**config.mk**
```make
export PLATFORM = sky130hd
export DESIGN_NAME = exc_entry_seq
export DESIGN_NICKNAME = d
export VERILOG_FILES = /design/src/rtl/exc_seq_pkg.sv /design/src/rtl/exc_arbiter.sv /design/src/rtl/exc_target_calc.sv /design/src/rtl/exc_entry_seq.sv
export SDC_FILE = /design/constraint.sdc
export NUM_CORES = 1
export LEC_CHECK = 0
export ABC_AREA = 1
export BUFFER_PORTS_ARGS = -buffer_cell sky130_fd_sc_hd__buf_2
export CAP_MARGIN = 30
export CORE_MARGIN = 2
export CORE_UTILIZATION = 35
export CTS_BUF_LIST = sky130_fd_sc_hd__clkbuf_8
export DETAILED_ROUTE_END_ITERATION = 8
export GPL_TIMING_DRIVEN = 0
export PLACE_DENSITY = 0.6
export SYNTH_ARGS = -nofsm -noshare
export SYNTH_HDL_FRONTEND = slang
export SYNTH_HIERARCHICAL = 1
export SYNTH_SLANG_ARGS = --single-unit
```
**constraint.sdc**
```tcl
create_clock -name clk -period 2.5 [get_ports clk]
set_input_delay 0.5 -clock clk [delete_from_list [all_inputs] [get_ports clk]]
set_output_delay 0.5 -clock clk [all_outputs]
set_load 0.02 [all_outputs]
```
**src/rtl/exc_seq_pkg.sv**
```systemverilog
package exc_seq_pkg;

    localparam int CODE_W      = 12;
    localparam int SR_BL_BIT   = 28;
    localparam int SR_RB_BIT   = 29;
    localparam int SR_MD_BIT   = 30;
    localparam int SR_FD_BIT   = 15;
    localparam int SR_IMASK_LO = 4;
    localparam int IMASK_W     = 4;

    localparam logic [CODE_W-1:0] CODE_PWR_RESET = 12'h000;
    localparam logic [CODE_W-1:0] CODE_MAN_RESET = 12'h020;
    localparam logic [CODE_W-1:0] CODE_TLB_RD    = 12'h040;
    localparam logic [CODE_W-1:0] CODE_TLB_WR    = 12'h060;
    localparam logic [CODE_W-1:0] CODE_TRAP      = 12'h160;
    localparam logic [CODE_W-1:0] CODE_BL_EXEMPT = 12'h1E0;

    typedef enum logic [2:0] {
        ST_IDLE,
        ST_QUERY,
        ST_SAVE,
        ST_VECTOR,
        ST_BLOCKED
    } seq_state_e;

    typedef enum logic [1:0] {
        REQ_NONE,
        REQ_EXC,
        REQ_IRQ,
        REQ_BLOCKED
    } req_kind_e;

    typedef enum logic [1:0] {
        VC_RESET,
        VC_TLB,
        VC_GENERAL,
        VC_IRQ
    } vec_class_e;

    function automatic vec_class_e class_of(input logic [CODE_W-1:0] code,
                                            input logic is_irq);
        if (is_irq)
            return VC_IRQ;
        else if (code == CODE_PWR_RESET || code == CODE_MAN_RESET)
            return VC_RESET;
        else if (code == CODE_TLB_RD || code == CODE_TLB_WR)
            return VC_TLB;
        else
            return VC_GENERAL;
    endfunction

endpackage

```
**src/rtl/exc_arbiter.sv**
```systemverilog
module exc_arbiter
    import exc_seq_pkg::*;
(
    input  logic              exc_valid,
    input  logic [CODE_W-1:0] exc_code,
    input  logic              irq_pending,
    input  logic              sr_blocked,
    input  logic              in_sleep,
    input  logic              delay_slot,
    output req_kind_e         kind
);

    logic irq_ok;

    always_comb begin
        irq_ok = irq_pending && !delay_slot && (!sr_blocked || in_sleep);
        if (exc_valid) begin
            if (sr_blocked && exc_code != CODE_BL_EXEMPT)
                kind = REQ_BLOCKED;
            else
                kind = REQ_EXC;
        end else if (irq_ok) begin
            kind = REQ_IRQ;
        end else begin
            kind = REQ_NONE;
        end
    end

endmodule

```
**src/rtl/exc_target_calc.sv**
```systemverilog
module exc_target_calc
    import exc_seq_pkg::*;
#(
    parameter int              XLEN       = 32,
    parameter int              INSN_BYTES = 2,
    parameter logic [XLEN-1:0] OFS_TLB    = 32'h0000_0400,
    parameter logic [XLEN-1:0] OFS_GEN    = 32'h0000_0100,
    parameter logic [XLEN-1:0] OFS_IRQ    = 32'h0000_0600,
    parameter logic [XLEN-1:0] RESET_PC   = 32'hA000_0000
)(
    input  logic              is_irq,
    input  logic [CODE_W-1:0] code,
    input  logic [XLEN-1:0]   sr,
    input  logic [XLEN-1:0]   pc,
    input  logic [XLEN-1:0]   vbr,
    input  logic              in_ds,
    output logic [XLEN-1:0]   new_sr,
    output logic [XLEN-1:0]   new_pc,
    output logic [XLEN-1:0]   saved_pc
);

    localparam logic [XLEN-1:0] STEP = XLEN'(INSN_BYTES);

    vec_class_e      vclass;
    logic [XLEN-1:0] back_step;
    logic [XLEN-1:0] fwd_step;

    always_comb begin
        vclass = class_of(code, is_irq);

        new_sr = sr;
        new_sr[SR_BL_BIT] = 1'b1;
        new_sr[SR_RB_BIT] = 1'b1;
        new_sr[SR_MD_BIT] = 1'b1;
        if (vclass == VC_RESET) begin
            new_sr[SR_FD_BIT] = 1'b0;
            new_sr[SR_IMASK_LO +: IMASK_W] = '1;
        end

        unique case (vclass)
            VC_RESET:   new_pc = RESET_PC;
            VC_TLB:     new_pc = vbr + OFS_TLB;
            VC_GENERAL: new_pc = vbr + OFS_GEN;
            VC_IRQ:     new_pc = vbr + OFS_IRQ;
            default:    new_pc = vbr + OFS_GEN;
        endcase

        back_step = in_ds ? STEP : '0;
        fwd_step  = (!is_irq && code == CODE_TRAP) ? STEP : '0;
        saved_pc  = pc - back_step + fwd_step;
    end

endmodule

```
**src/rtl/exc_entry_seq.sv**
```systemverilog
module exc_entry_seq
    import exc_seq_pkg::*;
#(
    parameter int              XLEN       = 32,
    parameter int              INSN_BYTES = 2,
    parameter logic [XLEN-1:0] OFS_TLB    = 32'h0000_0400,
    parameter logic [XLEN-1:0] OFS_GEN    = 32'h0000_0100,
    parameter logic [XLEN-1:0] OFS_IRQ    = 32'h0000_0600,
    parameter logic [XLEN-1:0] RESET_PC   = 32'hA000_0000
)(
    input  logic              clk,
    input  logic              rst_n,
    input  logic              exc_valid,
    input  logic [CODE_W-1:0] exc_code,
    input  logic              irq_pending,
    input  logic              in_sleep,
    input  logic              delay_slot,
    input  logic [XLEN-1:0]   sr_in,
    input  logic [XLEN-1:0]   pc_in,
    input  logic [XLEN-1:0]   r15_in,
    input  logic [XLEN-1:0]   vbr_in,
    output logic              ivec_req,
    output logic [IMASK_W-1:0] ivec_mask,
    input  logic              ivec_valid,
    input  logic [CODE_W-1:0] ivec_code,
    output logic              entry_done,
    output logic              reset_req,
    output logic              ds_clear,
    output logic [XLEN-1:0]   sr_out,
    output logic [XLEN-1:0]   ssr_out,
    output logic [XLEN-1:0]   spc_out,
    output logic [XLEN-1:0]   sgr_out,
    output logic [CODE_W-1:0] expevt_out,
    output logic [CODE_W-1:0] intevt_out,
    output logic [XLEN-1:0]   pc_out
);

    seq_state_e        state_q, state_d;
    req_kind_e         kind;

    logic              is_irq_q;
    logic [CODE_W-1:0] code_q;
    logic [XLEN-1:0]   sr_q, pc_q, r15_q, vbr_q;
    logic              ds_q;

    logic [XLEN-1:0]   calc_sr, calc_pc, calc_spc;

    exc_arbiter u_arb (
        .exc_valid   (exc_valid),
        .exc_code    (exc_code),
        .irq_pending (irq_pending),
        .sr_blocked  (sr_in[SR_BL_BIT]),
        .in_sleep    (in_sleep),
        .delay_slot  (delay_slot),
        .kind        (kind)
    );

    exc_target_calc #(
        .XLEN       (XLEN),
        .INSN_BYTES (INSN_BYTES),
        .OFS_TLB    (OFS_TLB),
        .OFS_GEN    (OFS_GEN),
        .OFS_IRQ    (OFS_IRQ),
        .RESET_PC   (RESET_PC)
    ) u_calc (
        .is_irq   (is_irq_q),
        .code     (code_q),
        .sr       (sr_q),
        .pc       (pc_q),
        .vbr      (vbr_q),
        .in_ds    (ds_q),
        .new_sr   (calc_sr),
        .new_pc   (calc_pc),
        .saved_pc (calc_spc)
    );

    // state register
    always_ff @(posedge clk or negedge rst_n) begin
        if (!rst_n) state_q <= ST_IDLE;
        else        state_q <= state_d;
    end

    // transitions
    always_comb begin
        state_d = state_q;
        unique case (state_q)
            ST_IDLE: begin
                unique case (kind)
                    REQ_EXC:     state_d = ST_SAVE;
                    REQ_IRQ:     state_d = ST_QUERY;
                    REQ_BLOCKED: state_d = ST_BLOCKED;
                    default:     state_d = ST_IDLE;
                endcase
            end
            ST_QUERY:   state_d = ivec_valid ? ST_SAVE : ST_IDLE;
            ST_SAVE:    state_d = ST_VECTOR;
            ST_VECTOR:  state_d = ST_IDLE;
            ST_BLOCKED: state_d = ST_IDLE;
            default:    state_d = ST_IDLE;
        endcase
    end

    // sampled context
    always_ff @(posedge clk or negedge rst_n) begin
        if (!rst_n) begin
            is_irq_q <= 1'b0;
            code_q   <= '0;
            sr_q     <= '0;
            pc_q     <= '0;
            r15_q    <= '0;
            vbr_q    <= '0;
            ds_q     <= 1'b0;
        end else if (state_q == ST_IDLE && kind != REQ_NONE) begin
            is_irq_q <= (kind == REQ_IRQ);
            code_q   <= exc_code;
            sr_q     <= sr_in;
            pc_q     <= pc_in;
            r15_q    <= r15_in;
            vbr_q    <= vbr_in;
            ds_q     <= delay_slot && (kind != REQ_IRQ);
        end else if (state_q == ST_QUERY && ivec_valid) begin
            code_q   <= ivec_code;
        end
    end

    assign ivec_req  = (state_q == ST_QUERY);
    assign ivec_mask = sr_q[SR_IMASK_LO +: IMASK_W];

    // outputs
    always_ff @(posedge clk or negedge rst_n) begin
        if (!rst_n) begin
            entry_done <= 1'b0;
            reset_req  <= 1'b0;
            ds_clear   <= 1'b0;
            sr_out     <= '0;
            ssr_out    <= '0;
            spc_out    <= '0;
            sgr_out    <= '0;
            expevt_out <= '0;
            intevt_out <= '0;
            pc_out     <= '0;
        end else begin
            entry_done <= 1'b0;
            reset_req  <= 1'b0;
            ds_clear   <= 1'b0;
            unique case (state_q)
                ST_SAVE: begin
                    ssr_out <= sr_q;
                    sgr_out <= r15_q;
                    spc_out <= calc_spc;
                end
                ST_VECTOR: begin
                    sr_out     <= calc_sr;
                    pc_out     <= calc_pc;
                    entry_done <= 1'b1;
                    ds_clear   <= ds_q;
                    if (is_irq_q) intevt_out <= code_q;
                    else          expevt_out <= code_q;
                end
                ST_BLOCKED: reset_req <= 1'b1;
                default: ;
            endcase
        end
    end

endmodule

```
==> results of run 1 <==
[path summary, 6_finish.rpt]
check                            startpoint           to  slack, ns  cells after the start
worst min-delay path              pc_in[12]     pc_q[12]       0.06                      3
worst max register to register    code_q[6]  spc_out[17]      -0.57                     14
worst min register to register  ssr_out[30]  ssr_out[30]       0.46                      2
worst max-delay path              code_q[6]  spc_out[17]      -0.57                     14
max in group asynchronous             rst_n     r15_q[2]       1.00                      4
min in group asynchronous             rst_n   pc_out[14]       0.27                      2
[cell families (layout without fill, tap and decap cells)]
logic type | count (synthesis) | in the layout
XOR/XNOR | 36 | 36
flip-flops | 332 | 332
other | 1 | 10
AO/OA/AOI/OAI | 200 | 200
buffers and inverters | 449 | 923
AND/OR/NAND/NOR | 1309 | 1309
adder cells (fa/ha/maj) | 36 | 36
[power groups by stage]
stage / clock (mW) / combinational [mW] / sequential, mW
after floorplan: 0 / 10.2 / 11.1
after global placement: 0 / 17.0 / 9.76
after detailed placement: 0 / 17.3 / 9.83
after CTS: 5.56 / 18.1 / 9.79
after global routing: 5.78 / 20.7 / 10.1
final: 5.39 / 18.4 / 9.81
[cell type report]
cell class / instances / share of cell area [%]
antenna: 7 / 0.07985
buffer: 125 / 2.915
clock buffer: 73 / 4.580
clock inverter: 25 / 1.112
inverter: 323 / 5.532
multi-input combinational: 1584 / 34.71
sequential: 332 / 37.88
tap: 664 / 3.787
timing repair buffer: 377 / 9.411
[synth_stat cells (all sizes together) (5+ instances only)]
cell | n | area [um^2]
xnor2 | 5 | 43.79
nor2 | 151 | 676.9
clkbuf | 54 | 202.7
nand3 | 221 | 1116
inv | 322 | 1209
xor2 | 31 | 271.5
ha | 34 | 425.4
a21oi | 80 | 400.4
nand2 | 900 | 3401
o21ai | 105 | 525.5
dfrtp | 332 | 8308
nand4 | 23 | 143.9
nor3 | 9 | 55.05
buf | 72 | 439.2
[layer usage]
metal  global-route usage, %  vias up  part of all wire (%)
met3                   4.208      117                   6.1
met2                   36.25      447                    48
met1                   27.84     7815                    43
met5                       0        -                 0.057
li1                        -     8150                     -
met4                   9.319        6                   3.7
[registers in the layout, indices dropped and copies added, names as in the netlist, 3 cells and up]
| name | cells |
|---|---|
| pc_out | 32 |
| pc_q | 32 |
| r15_q | 32 |
| sgr_out | 32 |
| spc_out | 32 |
| sr_out | 32 |
| sr_q | 32 |
| ssr_out | 32 |
| vbr_q | 32 |
| code_q | 12 |
| expevt_out | 12 |
| intevt_out | 12 |
| state_q | 3 |
[worst register-to-register path: cells and delay by family (launching register included)]
kind,cells,cell delay (ns)
fa+ha+maj,2,0.92
xor+xnor,1,0.14
compound gates,1,0.14
flops,1,0.43
simple gates,8,1.13
buf+inv,2,0.21
[metrics by stage]
stage | hold WS, ns | util, % | total power, mW | instance area, um^2
after CTS | 0.001553 | 44.37 | 33.41 | 21760
after global placement | 0.4496 | 40.83 | 26.76 | 20030
final | 0.05521 | 44.72 | 33.65 | 21940
after detailed placement | 0.3620 | 41.05 | 27.13 | 20140
after floorplan | 0.2044 | - | 21.29 | 17450
after global routing | 0.03502 | 44.70 | 36.61 | 21930
[timing repair]
action / CTS / global route
setup buffers: 10 / 3
gates resized for setup: 54 / 33
gates cloned: 0 / 0
endpoints found under the hold margin: 36 / 0
hold buffers: 10 / 0
endpoints found under the setup margin: 31 / 32
pin swaps: 34 / 35
==> report_table.html, run 1 <==
<table>
<tr><th>Metric</th><th>Value</th></tr>
<tr><th colspan="2">Timing</th></tr>
<tr><td>Final max-slew violation count</td><td>0</td></tr>
<tr><td>Number of hold-slack violations in the final timing report</td><td>0</td></tr>
<tr><td>Worst slew pin tran</td><td>0.6984 ns</td></tr>
<tr><td>Fmax achieved</td><td>about 330 MHz</td></tr>
<tr><td>Fin Setup TNS</td><td>-11.80 ns</td></tr>
<tr><td>Post-route worst setup slack</td><td>-0.5714 ns</td></tr>
<tr><td>Max-Slew Margin vs Limit</td><td>53.44%</td></tr>
<tr><td>Setup Viol. Count Final</td><td>30</td></tr>
<tr><td>Tmin final</td><td>between 3 and 4 ns</td></tr>
<tr><td>Worst clock skew</td><td>about 0.034 ns</td></tr>
<tr><td>Final period utilization</td><td>122.9%</td></tr>
<tr><td>RSZ-0062 raised after global routing</td><td>true</td></tr>
<tr><th colspan="2">Synthesis</th></tr>
<tr><td>Post-synthesis cell count</td><td>2363</td></tr>
<tr><td>Synthesized-area fraction occupied by adder cells</td><td>2.673%</td></tr>
<tr><td>Post-synth top flop</td><td>dfrtp_1</td></tr>
<tr><td>Flop and latch count out of synthesis</td><td>332</td></tr>
<tr><td>Compound-gate portion of the synthesized area</td><td>5.971%</td></tr>
<tr><td>Xor/xnor share of the synthesized area</td><td>about 1.8%</td></tr>
<tr><td>Number of warnings reported in the yosys synthesis log</td><td>6</td></tr>
<tr><td>Simple-gate portion of the synthesized area</td><td>31.16%</td></tr>
<tr><td>Multiplexer share of the synthesized area</td><td>0%</td></tr>
<tr><td>Mapped Avg Cell Area</td><td>7.369 um^2</td></tr>
<tr><td>Ys async rst share</td><td>between 90% and 100%</td></tr>
<tr><td>Post-synth EDFFs</td><td>0</td></tr>
<tr><td>Part of the Yosys area used for sequential elements</td><td>a little under half</td></tr>
<tr><td>Dominant combinational cell family by area after synthesis</td><td>simple AND/OR/NAND/NOR gates</td></tr>
<tr><td>Cell area after synthesis</td><td>0.01741 mm^2</td></tr>
<tr><td>Number of unique standard cell types used by synthesis</td><td>37</td></tr>
<tr><th colspan="2">Global route</th></tr>
<tr><td>Via count of the first global-routing pass</td><td>16240</td></tr>
<tr><td>Total global routing track utilization</td><td>~22%</td></tr>
<tr><td>Total global routing overflow</td><td>0</td></tr>
<tr><td>Number of antenna violations at the first check in global routing</td><td>6</td></tr>
<tr><td>First-pass GRT wire length</td><td>87220 um</td></tr>
<tr><td>Maximum number of pins on one net before global-route repair</td><td>117</td></tr>
<tr><th colspan="2">Pwr</th></tr>
<tr><td>Internal portion of total power</td><td>approximately 17 mW</td></tr>
<tr><td>Share of power burned in combinational logic</td><td>54.8%</td></tr>
<tr><td>Clock network power share</td><td>16.0%</td></tr>
<tr><td>Flop pwr share</td><td>29.2%</td></tr>
<tr><td>Leak pwr</td><td>between 10 and 15 nW</td></tr>
<tr><td>Worst voltage drop across the vdd grid</td><td>0.0006477 V</td></tr>
<tr><td>Power per cell area</td><td>1534 mW/mm^2</td></tr>
<tr><td>Switching power</td><td>around 16 mW</td></tr>
<tr><td>Share of total power consumed by net switching</td><td>48.81%</td></tr>
<tr><th colspan="2">Die</th></tr>
<tr><td>Die Y</td><td>227.1 um</td></tr>
<tr><td>Die Wd</td><td>227.1 um</td></tr>
<tr><td>Area of the die</td><td>0.05155 mm^2</td></tr>
<tr><td>Number of core rows</td><td>between 80 and 90</td></tr>
<tr><td>Area of the placeable core</td><td>0.04905 mm^2</td></tr>
<tr><td>Initial cell density of the core</td><td>about 35%</td></tr>
<tr><td>Num ports</td><td>351</td></tr>
<tr><th colspan="2">Critical path</th></tr>
<tr><td>Data required, critical path</td><td>3.06 ns</td></tr>
<tr><td>Critical path's largest stage delay</td><td>0.56 ns</td></tr>
<tr><td>Ordered cell list for the critical path</td><td>inv_1, nor4_2, nand4_1, fa_2, fa_2, inv_2, nand3_4, nand3_4, nand2_2, a21oi_2, nor2_1, xor2_1, nand3_1, nand2_1</td></tr>
<tr><td>Critical path startpoint category</td><td>flop</td></tr>
<tr><td>Crit path buffers/inverters</td><td>2</td></tr>
<tr><td>Kind of capture point of the worst setup path</td><td>flop</td></tr>
<tr><td>Largest driver fanout on the critical path</td><td>4</td></tr>
<tr><td>Family with the most delay on the worst path</td><td>simple AND/OR/NAND/NOR gates</td></tr>
<tr><td>Critical path's slowest cell</td><td>fa_2</td></tr>
<tr><td>Critical Path AT</td><td>approximately 3.6 ns</td></tr>
<tr><td>Crit Path Category</td><td>flop to flop</td></tr>
<tr><th colspan="2">Cells and area</th></tr>
<tr><td># nets final</td><td>2995</td></tr>
<tr><td>Fill cells</td><td>5033</td></tr>
<tr><td>Seq. cell area</td><td>0.008309 mm^2</td></tr>
<tr><td>Fin cells</td><td>3510</td></tr>
<tr><td>Top library cells by usage in the layout, fill and taps aside</td><td>860 x nand2_1, 383 x buf_2, 331 x dfrtp_1</td></tr>
<tr><td>Multi-input gate area in the final layout</td><td>0.007614 mm^2</td></tr>
<tr><td>Ratio of cells with drive above 1 in the final layout</td><td>between 20% and 30%</td></tr>
<tr><td>Synthesis-to-layout area growth</td><td>25.98%</td></tr>
<tr><td>Most frequent standard cell in the layout excluding fill and tap cells</td><td>nand2_1</td></tr>
<tr><th colspan="2">Detailed routing</th></tr>
<tr><td>Residual DRC count</td><td>0</td></tr>
<tr><td>Total Routed Length</td><td>56550 um</td></tr>
<tr><td>DR iter-0 viols</td><td>1152</td></tr>
<tr><td>Initial DRT Pass Iterations</td><td>5</td></tr>
<tr><td>Number of routed nets with antenna violations</td><td>0</td></tr>
<tr><td>Via density</td><td>between 4 and 5</td></tr>
<tr><td>Wire length per cell after detailed routing</td><td>16.11 um</td></tr>
<tr><td>Vias post-DR</td><td>16535</td></tr>
<tr><th colspan="2">CTS</th></tr>
<tr><td>H-tree depth</td><td>2</td></tr>
<tr><td>Sinks on Clock Net</td><td>332</td></tr>
<tr><td>Total clock buffers created by CTS</td><td>57</td></tr>
<tr><td>Root Buffer Master</td><td>clkbuf_8</td></tr>
<tr><td>CTS tree</td><td>done</td></tr>
<tr><td>Worst-skew pair later-pin latency</td><td>0.68 ns</td></tr>
<tr><td>Largest buffer count on any clock path</td><td>3</td></tr>
<tr><td>Clk pin slew, worst setup/hold paths</td><td>around 0.06 ns</td></tr>
<tr><th colspan="2">Placement</th></tr>
<tr><td>Half-perimeter wire length after detailed placement</td><td>42610 um</td></tr>
<tr><td>Setup WS pre-CTS</td><td>-0.7198 ns</td></tr>
<tr><td>Number of buffer cells added on primary ports</td><td>350</td></tr>
<tr><td>DP Cell Count</td><td>3383</td></tr>
<tr><td>Gp weighted congestion</td><td>between 0.9 and 1</td></tr>
<tr><th colspan="2">Worst hold path</th></tr>
<tr><td>Type of the tightest min-delay check</td><td>primary input to flop</td></tr>
<tr><th colspan="2">Run status</th></tr>
<tr><td>Outcome</td><td>complete, but fails checks</td></tr>
<tr><td>Violated checks</td><td>negative setup slack</td></tr>
<tr><th colspan="2">Job</th></tr>
<tr><td># Max-Cap Violations</td><td>0</td></tr>
</table>
No activity file was read; power rests on OpenSTA's default activity.
==> run 2: changes to the inputs <==
- CORE_ASPECT_RATIO: default -> 2
==> report_table.html, run 2 (same netlist as run 1, synthesis figures left out) <==
<table>
<tr><th>Metric</th><th>Value</th></tr>
<tr><th colspan="2">Run status</th></tr>
<tr><td>Outcome</td><td>complete, but fails checks</td></tr>
<tr><td>Violated checks</td><td>negative setup slack</td></tr>
<tr><th colspan="2">Detailed routing</th></tr>
<tr><td>Total Routed Length</td><td>61720 um (+9.1%)</td></tr>
<tr><td>Vias post-DR</td><td>16681 (+0.88%)</td></tr>
<tr><td>Via density</td><td>4.795 (+1.8%)</td></tr>
<tr><td>Wire length per cell after detailed routing</td><td>17.74 um (+10%)</td></tr>
<tr><td>Residual DRC count</td><td>0 (unchanged)</td></tr>
<tr><td>Initial DRT Pass Iterations</td><td>8 (+3)</td></tr>
<tr><td>Number of routed nets with antenna violations</td><td>0 (unchanged)</td></tr>
<tr><td>DR iter-0 viols</td><td>1042 (-9.5%)</td></tr>
<tr><th colspan="2">Timing</th></tr>
<tr><td>RSZ-0062 raised after global routing</td><td>true</td></tr>
<tr><td>Max-Slew Margin vs Limit</td><td>43.83% (-9.6 points)</td></tr>
<tr><td>Final max-slew violation count</td><td>0 (unchanged)</td></tr>
<tr><td>Worst slew pin tran</td><td>0.8425 ns (+0.1442 ns)</td></tr>
<tr><td>Post-route worst setup slack</td><td>-0.5533 ns (+0.01816 ns)</td></tr>
<tr><td>Setup Viol. Count Final</td><td>36 (+20%)</td></tr>
<tr><td>Tmin final</td><td>3.053 ns (-0.01816 ns)</td></tr>
<tr><td>Fmax achieved</td><td>327.5 MHz (+0.59%)</td></tr>
<tr><td>Number of hold-slack violations in the final timing report</td><td>0 (unchanged)</td></tr>
<tr><td>Worst clock skew</td><td>0.03078 ns (-0.003213 ns)</td></tr>
<tr><td>Final period utilization</td><td>122.1% (-0.73 points)</td></tr>
<tr><td>Worst Hold Margin</td><td>0.07556 ns (+0.02035 ns)</td></tr>
<tr><th colspan="2">Critical path</th></tr>
<tr><td>Data required, critical path</td><td>3.07 ns (about the same)</td></tr>
<tr><td>Critical path's largest stage delay</td><td>0.56 ns (about the same)</td></tr>
<tr><td>Ordered cell list for the critical path</td><td>inv_1, nand2_1, nor2_2, inv_2, nor4_4, nand4_1, fa_2, fa_2, inv_2, nand3_2, nand3_4, nand3_4, nand3_4, nand2_2, nand2_1, nand2_1, nand2_1, nand3_2, nand2_1</td></tr>
<tr><td>Critical path startpoint category</td><td>flop</td></tr>
<tr><td>Critical path's slowest cell</td><td>fa_2</td></tr>
<tr><td>Crit path buffers/inverters</td><td>3 (+1)</td></tr>
<tr><td>Critical Path AT</td><td>3.63 ns (about the same)</td></tr>
<tr><td>Worst reg-to-reg path cell count</td><td>19 (+5)</td></tr>
<tr><td>Worst path most repeated cell</td><td>nand2_1</td></tr>
<tr><td>Startpoint of the worst register-to-register path</td><td>code_q[1]</td></tr>
<tr><td>Kind of capture point of the worst setup path</td><td>flop</td></tr>
<tr><td>Critical R2R Capture</td><td>spc_out[29]</td></tr>
<tr><td>Crit Path Category</td><td>flop to flop</td></tr>
<tr><td>Worst reg2reg setup slack</td><td>-0.55 ns (+0.02 ns)</td></tr>
<tr><td>Largest driver fanout on the critical path</td><td>3 (-1)</td></tr>
<tr><td>Family with the most delay on the worst path</td><td>simple AND/OR/NAND/NOR gates</td></tr>
<tr><th colspan="2">CTS</th></tr>
<tr><td>CTS tree</td><td>done</td></tr>
<tr><td>Sinks on Clock Net</td><td>332 (unchanged)</td></tr>
<tr><td>Root Buffer Master</td><td>clkbuf_8</td></tr>
<tr><td>Total clock buffers created by CTS</td><td>50 (-12%)</td></tr>
<tr><td>Clk pin slew, worst setup/hold paths</td><td>0.07 ns (about the same)</td></tr>
<tr><td>Worst-skew pair later-pin latency</td><td>0.65 ns (-0.03 ns)</td></tr>
<tr><td>H-tree depth</td><td>2 (unchanged)</td></tr>
<tr><td>Largest buffer count on any clock path</td><td>3 (unchanged)</td></tr>
<tr><th colspan="2">Global route</th></tr>
<tr><td>Via count of the first global-routing pass</td><td>17100 (+5.3%)</td></tr>
<tr><td>Maximum number of pins on one net before global-route repair</td><td>120 (+2.6%)</td></tr>
<tr><td>First-pass GRT wire length</td><td>94090 um (+7.9%)</td></tr>
<tr><td>Total global routing track utilization</td><td>23.70% (+1.9 points)</td></tr>
<tr><td>Number of antenna violations at the first check in global routing</td><td>12 (+6)</td></tr>
<tr><td>Total global routing overflow</td><td>0 (unchanged)</td></tr>
<tr><th colspan="2">Cells and area</th></tr>
<tr><td># nets final</td><td>2991 (-0.13%)</td></tr>
<tr><td>Ratio of cells with drive above 1 in the final layout</td><td>22.03% (-0.27 points)</td></tr>
<tr><td>Fill cells</td><td>5172 (+2.8%)</td></tr>
<tr><td>Synthesis-to-layout area growth</td><td>25.29%</td></tr>
<tr><td>Top library cells by usage in the layout, fill and taps aside</td><td>861 x nand2_1, 380 x buf_2, 332 x dfrtp_1</td></tr>
<tr><td>Most frequent standard cell in the layout excluding fill and tap cells</td><td>nand2_1</td></tr>
<tr><th colspan="2">Pwr</th></tr>
<tr><td>Worst voltage drop across the vdd grid</td><td>0.0007487 V (+16%)</td></tr>
<tr><td>Leak pwr</td><td>12.40 nW (+0.23%)</td></tr>
<tr><td>Power per cell area</td><td>1563 mW/mm^2 (+1.9%)</td></tr>
<tr><td>Post-route total power</td><td>34.10 mW (+1.3%)</td></tr>
<tr><th colspan="2">Placement</th></tr>
<tr><td>Gp weighted congestion</td><td>0.9944 (+3.8%)</td></tr>
<tr><td>Half-perimeter wire length after detailed placement</td><td>47830 um (+12%)</td></tr>
<tr><td>Number of buffer cells added on primary ports</td><td>350 (unchanged)</td></tr>
<tr><th colspan="2">Die</th></tr>
<tr><td>Die Wd</td><td>161.7 um (-29%)</td></tr>
<tr><td>Area of the die</td><td>0.05166 mm^2 (+0.21%)</td></tr>
<tr><td>Area of the placeable core</td><td>0.04921 mm^2 (+0.32%)</td></tr>
<tr><td>Die Y</td><td>319.4 um (+41%)</td></tr>
<tr><td>Initial cell density of the core</td><td>35.39% (-0.11 points)</td></tr>
<tr><td>Num ports</td><td>351 (unchanged)</td></tr>
<tr><td>Number of core rows</td><td>115 (+42%)</td></tr>
<tr><th colspan="2">Worst hold path</th></tr>
<tr><td>Min-Delay Startpoint</td><td>vbr_in[26]</td></tr>
<tr><td>Number of cells traversed by the worst hold path</td><td>3 (unchanged)</td></tr>
<tr><td>Type of the tightest min-delay check</td><td>primary input to flop</td></tr>
<tr><td>Terminating pin of the worst hold path</td><td>vbr_q[26]</td></tr>
<tr><th colspan="2">Job</th></tr>
<tr><td># Max-Cap Violations</td><td>0 (unchanged)</td></tr>
</table>
-- run 2: changes by cell type in the layout (fill, tap and decap cells not counted), moves of 4 or more --
cell and delta:
buf_4 +7, nand2_2 -9, nand2_4 +7, clkbuf_8 -12, nand3_2 -10, nand3_1 +9, dlygate4sd3_1 -9, diode_2 -4
buf_6 +6
-- run 2: power by group --
part | total (mW) | switching [mW] | internal (mW)
clock network | 5.21 | 2.28 | 2.94
logic | 19.1 | 12.7 | 6.39
registers | 9.80 | 1.82 | 7.98
total | 34.1 | 16.8 | 17.3
-- run 2: final cells by class --
type                       count  area [um^2]  share of cell area [%]
clock inverter                28        312.8                   1.434
clock buffer                  61        839.6                   3.848
tap                          643        804.5                   3.688
multi-input combinational   1584         7615                   34.90
antenna                        3        7.507                 0.03441
buffer                       126        659.4                   3.022
inverter                     323         1215                   5.569
sequential                   332         8308                   38.08
timing repair buffer         379         2056                   9.422
-- run 2: worst max path at each step --
| stage | slack, ns | end | depth (start not counted) | from |
|---|---|---|---|---|
| 2_1_floorplan | -0.15 | spc_out[17] | 17 | code_q[0] |
| 3_3_place_gp | -5.41 | intevt_out[7] | 1 | rst_n |
| 3_5_place_dp | -0.77 | spc_out[30] | 21 | code_q[0] |
| 4_1_cts | -0.51 | spc_out[29] | 19 | code_q[0] |
| 5_1_grt | -0.63 | spc_out[25] | 19 | code_q[0] |
| 6_report | -0.55 | spc_out[29] | 19 | code_q[1] |
-- run 2: what timing repair did --
| item | CTS | global route |
|---|---|---|
| hold buffers | 1 | 0 |
| gates resized for setup | 57 | 39 |
| pin swaps | 37 | 34 |
| buffers inserted | 18 | 7 |
| setup endpoints to repair | 31 | 44 |
| hold endpoints to repair | 99 | 0 |
-- run 2: metal layers --
| metal | GRT usage (%) | routed length, um | up-vias |
|---|---|---|---|
| met2 | 44.56 | 32520 | 546 |
| met3 | 4.526 | 3437 | 216 |
| met4 | 14.87 | 4366 | 18 |
| li1 | - | - | 8135 |
| met1 | 23.51 | 21280 | 7766 |
| met5 | 0 | 113 | - |
-- run 2: tightest hold or removal path, delay by kind of cell --
kind | cells | cell delay [ns]
AND/OR/NAND/NOR | 2 | 0.12
buffers and inverters | 1 | 0.07
-- run 2: per-stage QoR --
stage | TNS, ns | instances | cell area [um^2] | utilization (%) | worst slack (ns)
after floorplan | -1.258 | 2365 | 17450 | - | -0.1506
after global placement | -1827.46 | 3358 | 20000 | 40.65 | -5.412
after detailed placement | -46.77 | 3361 | 20080 | 40.81 | -0.7718
after CTS | -10.17 | 3469 | 21580 | 43.86 | -0.5064
after global routing | -17.91 | 3479 | 21820 | 44.34 | -0.6348
final | -13.14 | 3479 | 21820 | 44.34 | -0.5533
==> run 3: changes to the inputs <==
- SKIP_CTS_REPAIR_TIMING: default -> 1
==> report_table.html, run 3 (same netlist as run 1, synthesis figures left out) <==
<table>
<tr><th>Metric</th><th>Value</th></tr>
<tr><th colspan="2">Critical path</th></tr>
<tr><td>Data required, critical path</td><td>3.07 ns (about the same)</td></tr>
<tr><td>Critical path's largest stage delay</td><td>0.50 ns (-0.06 ns)</td></tr>
<tr><td>Largest driver fanout on the critical path</td><td>3 (unchanged)</td></tr>
<tr><td>Critical Path AT</td><td>3.57 ns (-0.06 ns)</td></tr>
<tr><td>Family with the most delay on the worst path</td><td>simple AND/OR/NAND/NOR gates</td></tr>
<tr><td>Critical path's slowest cell</td><td>fa_2</td></tr>
<tr><td>Critical path startpoint category</td><td>flop</td></tr>
<tr><td>Crit Path Category</td><td>flop to flop</td></tr>
<tr><td>Worst path most repeated cell</td><td>nand2_1</td></tr>
<tr><td>Ordered cell list for the critical path</td><td>inv_1, nand2_1, nor2_2, inv_2, nor4_4, nand4_1, fa_2, fa_2, inv_2, nand3_2, nand3_4, nand3_4, nand3_4, nand2_2, nand2_1, nand2_1, nand2_1, nand3_2, nand2_1</td></tr>
<tr><td>Kind of capture point of the worst setup path</td><td>flop</td></tr>
<tr><td>Crit path buffers/inverters</td><td>3 (unchanged)</td></tr>
<tr><th colspan="2">Placement</th></tr>
<tr><td>Half-perimeter wire length after detailed placement</td><td>47830 um (unchanged)</td></tr>
<tr><td>Number of buffer cells added on primary ports</td><td>350 (unchanged)</td></tr>
<tr><td>Placement-stage cell area</td><td>0.02008 mm^2 (unchanged)</td></tr>
<tr><td>Setup WS pre-CTS</td><td>-0.7718 ns (unchanged)</td></tr>
<tr><td>DP Cell Count</td><td>3361 (unchanged)</td></tr>
<tr><td>Gp weighted congestion</td><td>0.9944 (unchanged)</td></tr>
<tr><th colspan="2">Cells and area</th></tr>
<tr><td>Fill cells</td><td>5194 (+0.43%)</td></tr>
<tr><td>Seq. cell area</td><td>0.008308 mm^2 (unchanged)</td></tr>
<tr><td>Ratio of cells with drive above 1 in the final layout</td><td>21.26% (-0.76 points)</td></tr>
<tr><td>Most frequent standard cell in the layout excluding fill and tap cells</td><td>nand2_1</td></tr>
<tr><td># nets final</td><td>2975 (-0.53%)</td></tr>
<tr><td>Finished layout cell area</td><td>0.02160 mm^2 (-1.0%)</td></tr>
<tr><td>Multi-input gate area in the final layout</td><td>0.007543 mm^2 (-0.94%)</td></tr>
<tr><td>Synthesis-to-layout area growth</td><td>24.03%</td></tr>
<tr><td>Top library cells by usage in the layout, fill and taps aside</td><td>864 x nand2_1, 383 x buf_2, 332 x dfrtp_1</td></tr>
<tr><td>Fin cells</td><td>3463 (-0.46%)</td></tr>
<tr><th colspan="2">Timing</th></tr>
<tr><td>Worst clock skew</td><td>0.03124 ns (+0.0004577 ns)</td></tr>
<tr><td>Post-route worst setup slack</td><td>-0.4974 ns (+0.05588 ns)</td></tr>
<tr><td>RSZ-0062 raised after global routing</td><td>true</td></tr>
<tr><td>Final max-slew violation count</td><td>0 (unchanged)</td></tr>
<tr><td>Final period utilization</td><td>119.9% (-2.2 points)</td></tr>
<tr><td>Tmin final</td><td>2.997 ns (-0.05588 ns)</td></tr>
<tr><td>Number of hold-slack violations in the final timing report</td><td>0 (unchanged)</td></tr>
<tr><td>Worst slew pin tran</td><td>0.8530 ns (+0.01047 ns)</td></tr>
<tr><td>Max-Slew Margin vs Limit</td><td>43.13% (-0.70 points)</td></tr>
<tr><td>Fmax achieved</td><td>333.6 MHz (+1.9%)</td></tr>
<tr><td>Setup Viol. Count Final</td><td>29 (-19%)</td></tr>
<tr><td>Fin Setup TNS</td><td>-10.60 ns (+2.538 ns)</td></tr>
<tr><th colspan="2">Global route</th></tr>
<tr><td>First-pass GRT wire length</td><td>93470 um (-0.66%)</td></tr>
<tr><td>Number of antenna violations at the first check in global routing</td><td>12 (unchanged)</td></tr>
<tr><td>Via count of the first global-routing pass</td><td>16937 (-0.95%)</td></tr>
<tr><td>Total global routing track utilization</td><td>23.56% (-0.14 points)</td></tr>
<tr><td>Maximum number of pins on one net before global-route repair</td><td>120 (unchanged)</td></tr>
<tr><td>Total global routing overflow</td><td>0 (unchanged)</td></tr>
<tr><th colspan="2">Pwr</th></tr>
<tr><td>Leak pwr</td><td>12.25 nW (-1.2%)</td></tr>
<tr><td>Worst voltage drop across the vdd grid</td><td>0.0007473 V (-0.18%)</td></tr>
<tr><td>Power per cell area</td><td>1553 mW/mm^2 (-0.64%)</td></tr>
<tr><th colspan="2">CTS</th></tr>
<tr><td>Root Buffer Master</td><td>clkbuf_8</td></tr>
<tr><td>Clk pin slew, worst setup/hold paths</td><td>0.07 ns (about the same)</td></tr>
<tr><td>CTS tree</td><td>done</td></tr>
<tr><td>H-tree depth</td><td>2 (unchanged)</td></tr>
<tr><td>Largest buffer count on any clock path</td><td>3 (unchanged)</td></tr>
<tr><td>Sinks on Clock Net</td><td>332 (unchanged)</td></tr>
<tr><td>Worst-skew pair later-pin latency</td><td>0.65 ns (about the same)</td></tr>
<tr><td>Total clock buffers created by CTS</td><td>50 (unchanged)</td></tr>
<tr><th colspan="2">Detailed routing</th></tr>
<tr><td>Initial DRT Pass Iterations</td><td>5 (-3)</td></tr>
<tr><td>Residual DRC count</td><td>0 (unchanged)</td></tr>
<tr><td>DR iter-0 viols</td><td>1076 (+3.3%)</td></tr>
<tr><td>Via density</td><td>4.809 (+0.30%)</td></tr>
<tr><td>Vias post-DR</td><td>16654 (-0.16%)</td></tr>
<tr><td>Wire length per cell after detailed routing</td><td>17.70 um (-0.21%)</td></tr>
<tr><td>Number of routed nets with antenna violations</td><td>0 (unchanged)</td></tr>
<tr><td>Total Routed Length</td><td>61310 um (-0.66%)</td></tr>
<tr><th colspan="2">Die</th></tr>
<tr><td>Initial cell density of the core</td><td>35.39% (unchanged)</td></tr>
<tr><td>Area of the die</td><td>0.05166 mm^2 (unchanged)</td></tr>
<tr><td>Die Y</td><td>319.4 um (unchanged)</td></tr>
<tr><td>Number of core rows</td><td>115 (unchanged)</td></tr>
<tr><td>Area of the placeable core</td><td>0.04921 mm^2 (unchanged)</td></tr>
<tr><td>Num ports</td><td>351 (unchanged)</td></tr>
<tr><td>Die Wd</td><td>161.7 um (unchanged)</td></tr>
<tr><th colspan="2">Job</th></tr>
<tr><td># Max-Cap Violations</td><td>0 (unchanged)</td></tr>
<tr><th colspan="2">Run status</th></tr>
<tr><td>Violated checks</td><td>negative setup slack</td></tr>
<tr><td>Outcome</td><td>complete, but fails checks</td></tr>
<tr><th colspan="2">Worst hold path</th></tr>
<tr><td>Type of the tightest min-delay check</td><td>primary input to flop</td></tr>
</table>
## run 3: changes by cell type in the layout (fill, tap and decap cells not counted), sizes merged
cell	change
buf	-14
clkbuf	-2
## run 3: per-layer routing
metal	wire length, um	global-route usage (%)	up-vias
met3	3474	4.539	206
met1	21030	23.40	7763
met4	4374	14.85	18
met2	32320	44.21	555
met5	113	0	-
li1	-	-	8112
## run 3: power by group
part	internal, mW	switching (mW)	leakage (nW)
registers	7.98	1.84	4.03
logic	6.06	12.4	7.59
clock network	2.94	2.27	0.630
## run 3: final timing paths
| check | depth (start not counted) | to | slack (ns) | from |
|---|---|---|---|---|
| worst max-delay path | 19 | spc_out[29] | -0.50 | code_q[2] |
| worst min-delay path | 3 | vbr_q[26] | 0.07 | vbr_in[26] |
| worst max register to register | 19 | spc_out[29] | -0.50 | code_q[2] |
| worst min register to register | 2 | pc_out[13] | 0.46 | pc_out[13] |
| max in group asynchronous | 3 | code_q[4] | 0.85 | rst_n |
| min in group asynchronous | 2 | sr_out[8] | 0.50 | rst_n |
## run 3: tightest hold or removal path, stage by stage
cell	delay (ns)
buf_2	0.07
nand3_1	0.06
nand2_1	0.06
## run 3: layout make-up
class	count	area share, %
diodes	3	0.03476
plain buffers	126	2.984
clock buffers	61	3.887
clock inverters	28	1.448
inverters	323	5.614
multi-input cells	1584	34.93
flip-flops and latches	332	38.47
well taps	643	3.725
repair buffers	363	8.910
## run 3: through the flow
stage	power (mW)	utilization, %	hold slack [ns]
2_1_floorplan	21.29	-	0.2044
3_3_place_gp	27.16	40.65	0.4480
3_5_place_dp	27.51	40.81	0.4530
4_1_cts	32.90	43.15	-0.09834
5_1_grt	36.25	43.89	0.06694
6_report	33.54	43.89	0.07257
